==> config.mk <==
export PLATFORM = sky130hd
export DESIGN_NAME = vbeat_seq
export DESIGN_NICKNAME = d
export VERILOG_FILES = /design/src/rtl/vbeat_pkg.sv /design/src/rtl/vbeat_ctrl.sv /design/src/rtl/vbeat_lane_alu.sv /design/src/rtl/vbeat_wrmask.sv /design/src/rtl/vbeat_seq.sv
export SDC_FILE = /design/constraint.sdc
export NUM_CORES = 1
export LEC_CHECK = 0
export BUFFER_PORTS_ARGS = -buffer_cell sky130_fd_sc_hd__buf_2
export CORE_AREA = 2 2 170 172
export CTS_CLUSTER_SIZE = 16
export DETAILED_ROUTE_END_ITERATION = 10
export DIE_AREA = 0 0 172 174
export RECOVER_POWER = 50
export SLEW_MARGIN = 20
export SYNTH_ARGS = -nofsm -noshare
export SYNTH_HDL_FRONTEND = slang
export SYNTH_SLANG_ARGS = --single-unit
==> constraint.sdc <==
create_clock -name clk -period 28.1 [get_ports clk]
set_input_delay 5.62 -clock clk [delete_from_list [all_inputs] [get_ports clk]]
set_output_delay 5.62 -clock clk [all_outputs]
set_load 0.1 [all_outputs]
==> src/rtl/vbeat_pkg.sv <==
// Package vbeat_pkg
// Shared types for the beat-sliced vector sequencer.
// Assumes element-size codes above 2 behave as 32-bit elements.
package vbeat_pkg;

    typedef enum logic [1:0] {
        ESZ_BYTE = 2'd0,
        ESZ_HALF = 2'd1,
        ESZ_WORD = 2'd2
    } esize_e;

    typedef struct packed {
        logic       sub;
        logic [1:0] esize;
        logic       load;
    } vop_ctl_t;

endpackage

==> src/rtl/vbeat_ctrl.sv <==
// Module vbeat_ctrl
// Start/busy/done sequencing and the beat counter. Each busy cycle is
// one tick. The tick retires beats [lo, hi), where the count comes from
// rate_i and is cut to the beats that remain.
// Assumes NBEATS is a power of two.
module vbeat_ctrl #(
    parameter int NBEATS = 4,
    parameter int CNT_W  = 3
) (
    input  logic             clk,
    input  logic             rst_n,
    input  logic             start_i,
    input  logic [1:0]       rate_i,
    output logic             take_o,
    output logic             busy_o,
    output logic             done_o,
    output logic [CNT_W-1:0] lo_o,
    output logic [CNT_W-1:0] hi_o
);

    logic             busy_q;
    logic             done_q;
    logic [CNT_W-1:0] beat_q;

    // Accept a start only while idle.
    assign take_o = start_i && !busy_q;

    // Work out the end of the current tick's beat range.
    always_comb begin
        int rb;
        int room;
        int n;
        rb = 1 << rate_i;
        if (rb > NBEATS) rb = NBEATS;
        room = NBEATS - int'(beat_q);
        n = (rb < room) ? rb : room;
        hi_o = CNT_W'(int'(beat_q) + n);
    end

    // Advance the beat counter and produce the done pulse.
    always_ff @(posedge clk) begin
        if (!rst_n) begin
            busy_q <= 1'b0;
            done_q <= 1'b0;
            beat_q <= '0;
        end else begin
            done_q <= 1'b0;
            if (take_o) begin
                busy_q <= 1'b1;
                beat_q <= '0;
            end else if (busy_q) begin
                beat_q <= hi_o;
                if (hi_o == CNT_W'(NBEATS)) begin
                    busy_q <= 1'b0;
                    done_q <= 1'b1;
                end
            end
        end
    end

    assign busy_o = busy_q;
    assign done_o = done_q;
    assign lo_o   = beat_q;

endmodule

==> src/rtl/vbeat_lane_alu.sv <==
// Module vbeat_lane_alu
// Integer add or subtract on one beat slice. The carry chain restarts at
// every element boundary, so no carry leaves an element.
// Assumes the beat width is a whole number of 32-bit words.
module vbeat_lane_alu #(
    parameter int BEAT_W = 32
) (
    input  logic [BEAT_W-1:0] a_i,
    input  logic [BEAT_W-1:0] b_i,
    input  logic              sub_i,
    input  logic [1:0]        esize_i,
    output logic [BEAT_W-1:0] y_o
);

    localparam int BBYTES = BEAT_W / 8;

    // Byte-wise ripple with the carry reset at element starts.
    always_comb begin
        logic       c;
        logic       cin;
        logic       first;
        logic [7:0] bv;
        logic [8:0] s;
        c = 1'b0;
        y_o = '0;
        for (int k = 0; k < BBYTES; k++) begin
            case (esize_i)
                2'd0:    first = 1'b1;
                2'd1:    first = (k % 2) == 0;
                default: first = (k % 4) == 0;
            endcase
            cin = first ? sub_i : c;
            bv = b_i[8*k +: 8] ^ {8{sub_i}};
            s = {1'b0, a_i[8*k +: 8]} + {1'b0, bv} + {8'b0, cin};
            y_o[8*k +: 8] = s[7:0];
            c = s[8];
        end
    end

endmodule

==> src/rtl/vbeat_wrmask.sv <==
// Module vbeat_wrmask
// Builds the write data and byte enables for one beat. Arithmetic bytes
// are enabled only where the predicate is set. Load bytes are always
// enabled and carry zero where the predicate is clear.
// Assumes active_i is low for beats outside the current tick.
module vbeat_wrmask #(
    parameter int BBYTES = 4
) (
    input  logic              active_i,
    input  logic              load_i,
    input  logic [BBYTES-1:0] pred_i,
    input  logic [8*BBYTES-1:0] alu_i,
    input  logic [8*BBYTES-1:0] ld_i,
    output logic [8*BBYTES-1:0] data_o,
    output logic [BBYTES-1:0] be_o
);

    // Per-byte selection of enable and data.
    always_comb begin
        for (int k = 0; k < BBYTES; k++) begin
            be_o[k] = active_i && (pred_i[k] || load_i);
            if (!active_i)
                data_o[8*k +: 8] = 8'h00;
            else if (load_i)
                data_o[8*k +: 8] = pred_i[k] ? ld_i[8*k +: 8] : 8'h00;
            else
                data_o[8*k +: 8] = alu_i[8*k +: 8];
        end
    end

endmodule

==> src/rtl/vbeat_seq.sv <==
// Module vbeat_seq
// Top of the beat-sliced sequencer. It captures an operation on start,
// then in each busy cycle retires the beats chosen by the controller and
// drives the register-file write port with per-byte enables.
// Assumes src_a_i and src_b_i stay stable while busy_o is high.
module vbeat_seq #(
    parameter int VEC_W  = 128,
    parameter int BEAT_W = 32,
    parameter int REG_AW = 4
) (
    input  logic                                   clk,
    input  logic                                   rst_n,
    input  logic                                   start_i,
    input  logic                                   op_sub_i,
    input  logic [1:0]                             esize_i,
    input  logic                                   is_load_i,
    input  logic [VEC_W/8-1:0]                     pred_i,
    input  logic [REG_AW-1:0]                      dst_i,
    input  logic [1:0]                             rate_i,
    input  logic [VEC_W-1:0]                       src_a_i,
    input  logic [VEC_W-1:0]                       src_b_i,
    output logic                                   busy_o,
    output logic                                   done_o,
    output logic [$clog2(VEC_W/BEAT_W+1)-1:0]      beat_o,
    output logic                                   wr_en_o,
    output logic [REG_AW-1:0]                      wr_addr_o,
    output logic [VEC_W-1:0]                       wr_data_o,
    output logic [VEC_W/8-1:0]                     wr_be_o
);
    import vbeat_pkg::*;

    localparam int NBEATS = VEC_W / BEAT_W;
    localparam int BBYTES = BEAT_W / 8;
    localparam int VBYTES = VEC_W / 8;
    localparam int CNT_W  = $clog2(NBEATS + 1);

    logic             take;
    logic [CNT_W-1:0] lo;
    logic [CNT_W-1:0] hi;
    vop_ctl_t         ctl_q;
    logic [VBYTES-1:0] pred_q;
    logic [REG_AW-1:0] dst_q;

    vbeat_ctrl #(
        .NBEATS(NBEATS),
        .CNT_W (CNT_W)
    ) ctrl_i (
        .clk    (clk),
        .rst_n  (rst_n),
        .start_i(start_i),
        .rate_i (rate_i),
        .take_o (take),
        .busy_o (busy_o),
        .done_o (done_o),
        .lo_o   (lo),
        .hi_o   (hi)
    );

    // Capture the operation fields when a start is accepted.
    always_ff @(posedge clk) begin
        if (!rst_n) begin
            ctl_q  <= '0;
            pred_q <= '0;
            dst_q  <= '0;
        end else if (take) begin
            ctl_q.sub   <= op_sub_i;
            ctl_q.esize <= esize_i;
            ctl_q.load  <= is_load_i;
            pred_q      <= pred_i;
            dst_q       <= dst_i;
        end
    end

    genvar j;
    generate
        for (j = 0; j < NBEATS; j++) begin : g_beat
            logic              active;
            logic [BEAT_W-1:0] alu_y;

            assign active = busy_o && (CNT_W'(j) >= lo) && (CNT_W'(j) < hi);

            vbeat_lane_alu #(.BEAT_W(BEAT_W)) alu_i (
                .a_i    (src_a_i[j*BEAT_W +: BEAT_W]),
                .b_i    (src_b_i[j*BEAT_W +: BEAT_W]),
                .sub_i  (ctl_q.sub),
                .esize_i(ctl_q.esize),
                .y_o    (alu_y)
            );

            vbeat_wrmask #(.BBYTES(BBYTES)) wm_i (
                .active_i(active),
                .load_i  (ctl_q.load),
                .pred_i  (pred_q[j*BBYTES +: BBYTES]),
                .alu_i   (alu_y),
                .ld_i    (src_a_i[j*BEAT_W +: BEAT_W]),
                .data_o  (wr_data_o[j*BEAT_W +: BEAT_W]),
                .be_o    (wr_be_o[j*BBYTES +: BBYTES])
            );
        end
    endgenerate

    assign beat_o    = lo;
    assign wr_en_o   = busy_o;
    assign wr_addr_o = dst_q;

endmodule

Word level (Yosys, flattened, before mapping)
Cells that the tools add are included.

operators by class
  add/sub/neg operators = 34
  multipliers = 0
  divide/modulo/power cells = 0
  magnitude comparators = 10
  equal/unequal tests = 2
  shifts and indexed selects = 1
  multiplexer cells = 68
  bitwise operators = 18
  reductions and logical operators = 46

operator list
  operator                                                                count
  8-bit two-way mux                                                       48
  8-bit XOR                                                               16
  8-bit by 8-bit adder with 9-bit output                                  12
  9-bit by 1-bit adder with 9-bit output                                  12
  8-bit by 1-bit adder with 8-bit output                                  4
  8-bit adder                                                             4
  32-bit by 4-bit > comparator with 1-bit output (second input constant)  1
  32-bit by 4-bit < comparator with 1-bit output                          1
  32-bit two-way mux                                                      1
  1-bit by 2-bit left shift with 32-bit output (first input constant)     1
  1-bit logical AND                                                       25
  1-bit two-way mux                                                       18
  1-bit logical OR                                                        16
  1-bit by 3-bit >= comparator with 1-bit output (first input constant)   2
  2-bit by 3-bit >= comparator with 1-bit output (first input constant)   2
  1-bit by 3-bit < comparator with 1-bit output (first input constant)    2
  2-bit by 3-bit < comparator with 1-bit output (first input constant)    2
  2-bit OR reduction                                                      2
  3-bit by 3-bit subtractor with 4-bit output (first input constant)      1
  3-bit adder                                                             1
  3-bit == test (second input constant)                                   1
  3-bit two-way mux                                                       1
  3-bit OR reduction                                                      1
  2-bit by 1-bit == test with 1-bit output (second input constant)        1
  3 further kinds                                                         4

storage, ports and cells
  bits in registers = 29
  latch bits = 0
  bits in writable memories = 0
  memory bits (read-only) = 0
  input bits = 285
  output and inout port bits = 154
  logic and storage cells = 187
  memories kept = 0

Logic depth before layout (Yosys ltp)
  depth in word-level cells = 11
  gate-level depth with buffers = 35
  mapped depth without buffers = 32

Hierarchy
From an unflattened synthesis, not the netlist that was laid out.

second synthesis, totals
  cell total of the unflattened synthesis = 1212
  area, all modules = 9846.9 um^2

modules (own cells, without submodules)
  module                                 times used  cells an instance  area an instance (um^2)  seq. area each (um^2)
  vbeat_lane_alu at g_beat[0].alu_i ...  2           217                1657.8                   0.0
  vbeat_wrmask                           4           53                 464.2                    0.0
  vbeat_lane_alu at g_beat[1].alu_i      1           222                1669.1                   0.0
  vbeat_lane_alu at g_beat[3].alu_i      1           209                1627.8                   0.0
  vbeat_seq                              1           87                 983.4                    480.5
  vbeat_ctrl                             1           48                 394.1                    100.1

Least setup slack after synthesis
No wires, ideal clock.

  path kind = input to output
  from = input port src_b_i[32]
  to = output port wr_data_o[62]
  arrival time = 14.092 ns
  required time = 22.480 ns
  path slack = 8.388 ns
  cell stages on the path = 31
  buffers on the path = 0
  path through = mux2_4 > fa_1 > a21o_1 > a21oi_1 > o21bai_1 > a22o_1 > o21ai_0 > a21oi_1 > fa_1 > fa_1 > a21o_1 > a21oi_1 > o21bai_1 > a22o_1 > o21ai_0 > a31oi_1 > fa_1 > fa_1 > a21o_1 > a21oi_1 > o21bai_1 > a22o_1 > o21ai_0 > a21oi_1 > fa_1 > fa_1 > a21o_1 > a21oi_1 > nor2b_1 > or4b_2 > a31oi_1

on the way
  cells in the longest elaborated chain, start to end = 11

ends and longest elaborated chain
  element                                 line                  text
  from (decl)                             vbeat_seq.sv:21       input logic [VEC_W-1:0] src_b_i,
  8-bit XOR                               vbeat_lane_alu.sv:33  bv = b_i[8*k +: 8] ^ {8{sub_i}};
  8-bit by 8-bit adder with 9-bit output  vbeat_lane_alu.sv:34  s = {1'b0, a_i[8*k +: 8]} + {1'b0, bv} + {8'b0, cin};
  9-bit by 1-bit adder with 9-bit output  vbeat_lane_alu.sv:34
  1-bit two-way mux                       vbeat_lane_alu.sv:32  cin = first ? sub_i : c;
  9-bit by 1-bit adder with 9-bit output  vbeat_lane_alu.sv:34
  1-bit two-way mux                       vbeat_lane_alu.sv:32
  9-bit by 1-bit adder with 9-bit output  vbeat_lane_alu.sv:34
  1-bit two-way mux                       vbeat_lane_alu.sv:32
  8-bit by 1-bit adder with 8-bit output  vbeat_lane_alu.sv:34
  8-bit two-way mux                       vbeat_wrmask.sv:24    else if (load_i)
  8-bit two-way mux                       vbeat_wrmask.sv:22    if (!active_i)
  to (decl)                               vbeat_seq.sv:27       output logic [VEC_W-1:0] wr_data_o,

Every way passes these cells.

Worst setup path after layout
Ends and elaborated chain as after synthesis.

==> impl_metrics.yaml <==
status:
  status: "finished, violations left"
  violations: "max-capacitance violations, max-slew violations"
routing:
  drt-met1-wl_um: 15100
  drc: 0
  wl_per_cell_um: 16.3
  wirelength_um: 34900
  wl_met3_um: 2410
  route.met2.wl_um: 16200
  drtIter0Drc: 515
  postRouteAntennaNets: 0
  via_count: 11117
  avgViaCountPerCell: 5.18
  routed.top_layer: "met5"
  firstDrtPassIters: 7
synthesis:
  synth.area.top_cells: "ha_1, xor2_1, nor2_1"
  yosysSeqAreaShare_pct: 5.91
  syn_inst: 1381
  synthArstFlopShare_pct: 0
  yosys.area.top_type: "ha_1"
  synth_top_area_share_pct: 14.6
  avgSynthCellArea_um2: 7.11
  synthesis.nets: 1810
  ys.flop_type: "dfxtp_1"
  ys_ff_latch: 29
  netlist_area_mm2: 0.00982
  synth_warnings: 0
  synth_enable_flop_cells: 0
  ys_types: 57
timing:
  fin_crit_ns: 19.33
  grt_setup_unrepaired: "no"
  hold_viol: 0
  drv_slew: 136
  timing.fmax_mhz: 51.7
  finClkSkew_ns: 0.00379
  slew_headroom_pct: -49.1
  fin_crit_sh_pct: 68.8
  tightestPinTransition_ns: 2.23
  setup_violations: 0
  tns_ns: 0
power:
  p_sw_mw: 0.424
  p_clk_share_pct: 9.7
  sw_frac_of_total_pct: 63.0
  p_int_mw: 0.249
  ir_drop_mv: 0.0340
  p_leak_nw: 6.06
  pwr-share-comb_pct: 82.6
  power_density_mw_per_mm2: 54.9
  seqPwrFrac_pct: 7.7
die:
  die_area_mm2: 0.0299
  io_pins: 439
  floorplan.die.width_um: 172
  core_mm2: 0.0282
  row_count: 62
  start_util_pct: 34.8
  fp.dieH_um: 174
clocking:
  cts_root_buf: "clkbuf_16"
  cts_resized: 0
  numClockSinks: 29
  cts-buffers-inserted: 5
  cts_buffer_depth: 2
  clk_pin_slew_ns: 0.06
  ctsHoldBuffers: 0
  clock_latency_ns: 0.29
  htreeDepth: 2
  cts_tree: "yes"
  postCtsSetupBuffers: 0
placement:
  place_inst: 2135
  port_buffers: 438
  hpwl_um: 28100
  place_congestion: 0.902
worst_setup_path:
  endpoint_kind: "output port"
  start_kind: "input pin"
  cp_max_fo: 3
  slowest_stage: "or4b_2"
  crit_path_max_incr_delay_ns: 0.61
  required_ns: 22.48
  arrival_ns: 13.71
  path_class: "in -> out"
  cp_common_cell: "fa_1"
cells_and_area:
  stdcell_count: 2146
  final_nets: 2187
  syn_to_final_growth_pct: 25.0
  layout.cells.most_common_list: "buf_2, nor2_1, xor2_1"
  drive_gt1_share_pct: 24.2
  final_common_cell: "buf_2"
global_routing:
  grt_max_degree: 86
  grt_pass1_wl_um: 54200
  antenna_found_initial: 4
  overflow: 0
  grt.total_usage_pct: 22.2
  grt_pass1_vias: 10830
hold_path:
  hp-class: "reg -> reg"
job:
  maxCapViolCount: 4
[critical path: cells and delay by family]
kind	cells	cell delay [ns]
AOI/OAI and AO/OA	21	3.52
adders and majority gates	7	2.94
and+or+nand+nor	2	0.70
buffers and inverters	2	0.58
muxes	1	0.32
[final timing paths]
path	cells past startpoint	startpoint	slack, ns	endpoint
worst max-delay path	33	src_b_i[32]	8.77	wr_data_o[62]
worst min-delay path	2	wr_addr_o[3]	0.47	wr_addr_o[3]
worst max register to register	15	ctrl_i.lo_o[1]	23.94	ctrl_i.done_o
worst min register to register	2	wr_addr_o[3]	0.47	wr_addr_o[3]
[cell type report]
| type | instances | area, µm² |
|---|---|---|
| Antenna cell | 3 | 7.51 |
| Clock buffer | 5 | 125 |
| Clock inverter | 3 | 41.3 |
| Fill cell | 3145 | 16000 |
| Inverter | 33 | 124 |
| Multi-Input combinational cell | 1241 | 8730 |
| Sequential cell | 29 | 588 |
| Tap cell | 384 | 480 |
| Timing Repair Buffer | 448 | 2180 |
[routing by layer]
layer  global-route usage (%)  vias to the layer above
met3                     4.17                       76
met5                        0                        -
met2                     38.0                      369
li1                         -                     5544
met1                     28.0                     5126
met4                     7.32                        2
[power groups by stage]
| stage | clock network (mW) | logic, mW | registers (mW) |
|---|---|---|---|
| global route | 0.0697 | 0.603 | 0.0526 |
| CTS | 0.0677 | 0.561 | 0.0519 |
| floorplan | 0 | 0.453 | 0.0540 |
| detailed placement | 0 | 0.559 | 0.0528 |
| finish | 0.0654 | 0.557 | 0.0517 |
| global placement | 0 | 0.555 | 0.0526 |
[state kept, by name, summed over array words and instances (netlist names)]
| signal | flops |
|---|---|
| ctrl_i.lo_o | 3 |
| pred_q | 16 |
| wr_addr_o | 4 |
| ctrl_i.busy_o | 1 |
| ctl_q | 4 |
| ctrl_i.done_o | 1 |
[cell usage after synthesis, types with 13 or more instances]
master and count:
a21oi_1 140, nor2_1 219, fa_1 29, clkbuf_1 42
dfxtp_1 29, a2bb2oi_1 20, ha_1 115, inv_1 32
nand2_1 98, nor2b_1 62, o21ai_0 35, a31oi_1 22
buf_2 14, o211ai_1 22, buf_1 13, xnor2_1 49
and2_1 32, nor3_1 54, a21o_1 19, and3_1 17
xor2_1 154, a21boi_0 24
[cell families after synthesis]
kind of cell / after synthesis / share of synthesized area (%)
compound gates: 356 / 23.7
xor+xnor: 203 / 18.1
fa+ha+maj: 144 / 20.6
buf+inv: 111 / 5.12
flops: 29 / 5.91
mux: 6 / 0.815
other cells: 1 / 0.0382
simple gates: 531 / 25.8
[stage by stage]
step           power (mW)  instance area, µm²  utilization [%]  setup WS [ns]  hold WS [ns]
2_1_floorplan       0.508                9820                -           8.39         0.452
3_5_place_dp        0.611               12200             43.3           8.82         0.462
5_1_grt             0.725               12300             43.5           8.19         0.483
3_3_place_gp        0.607               12200             43.3           8.98         0.453
4_1_cts             0.680               12400             43.8           8.81         0.470
6_report            0.674               12300             43.5           8.77         0.466
No activity file was read; power rests on OpenSTA's default activity.
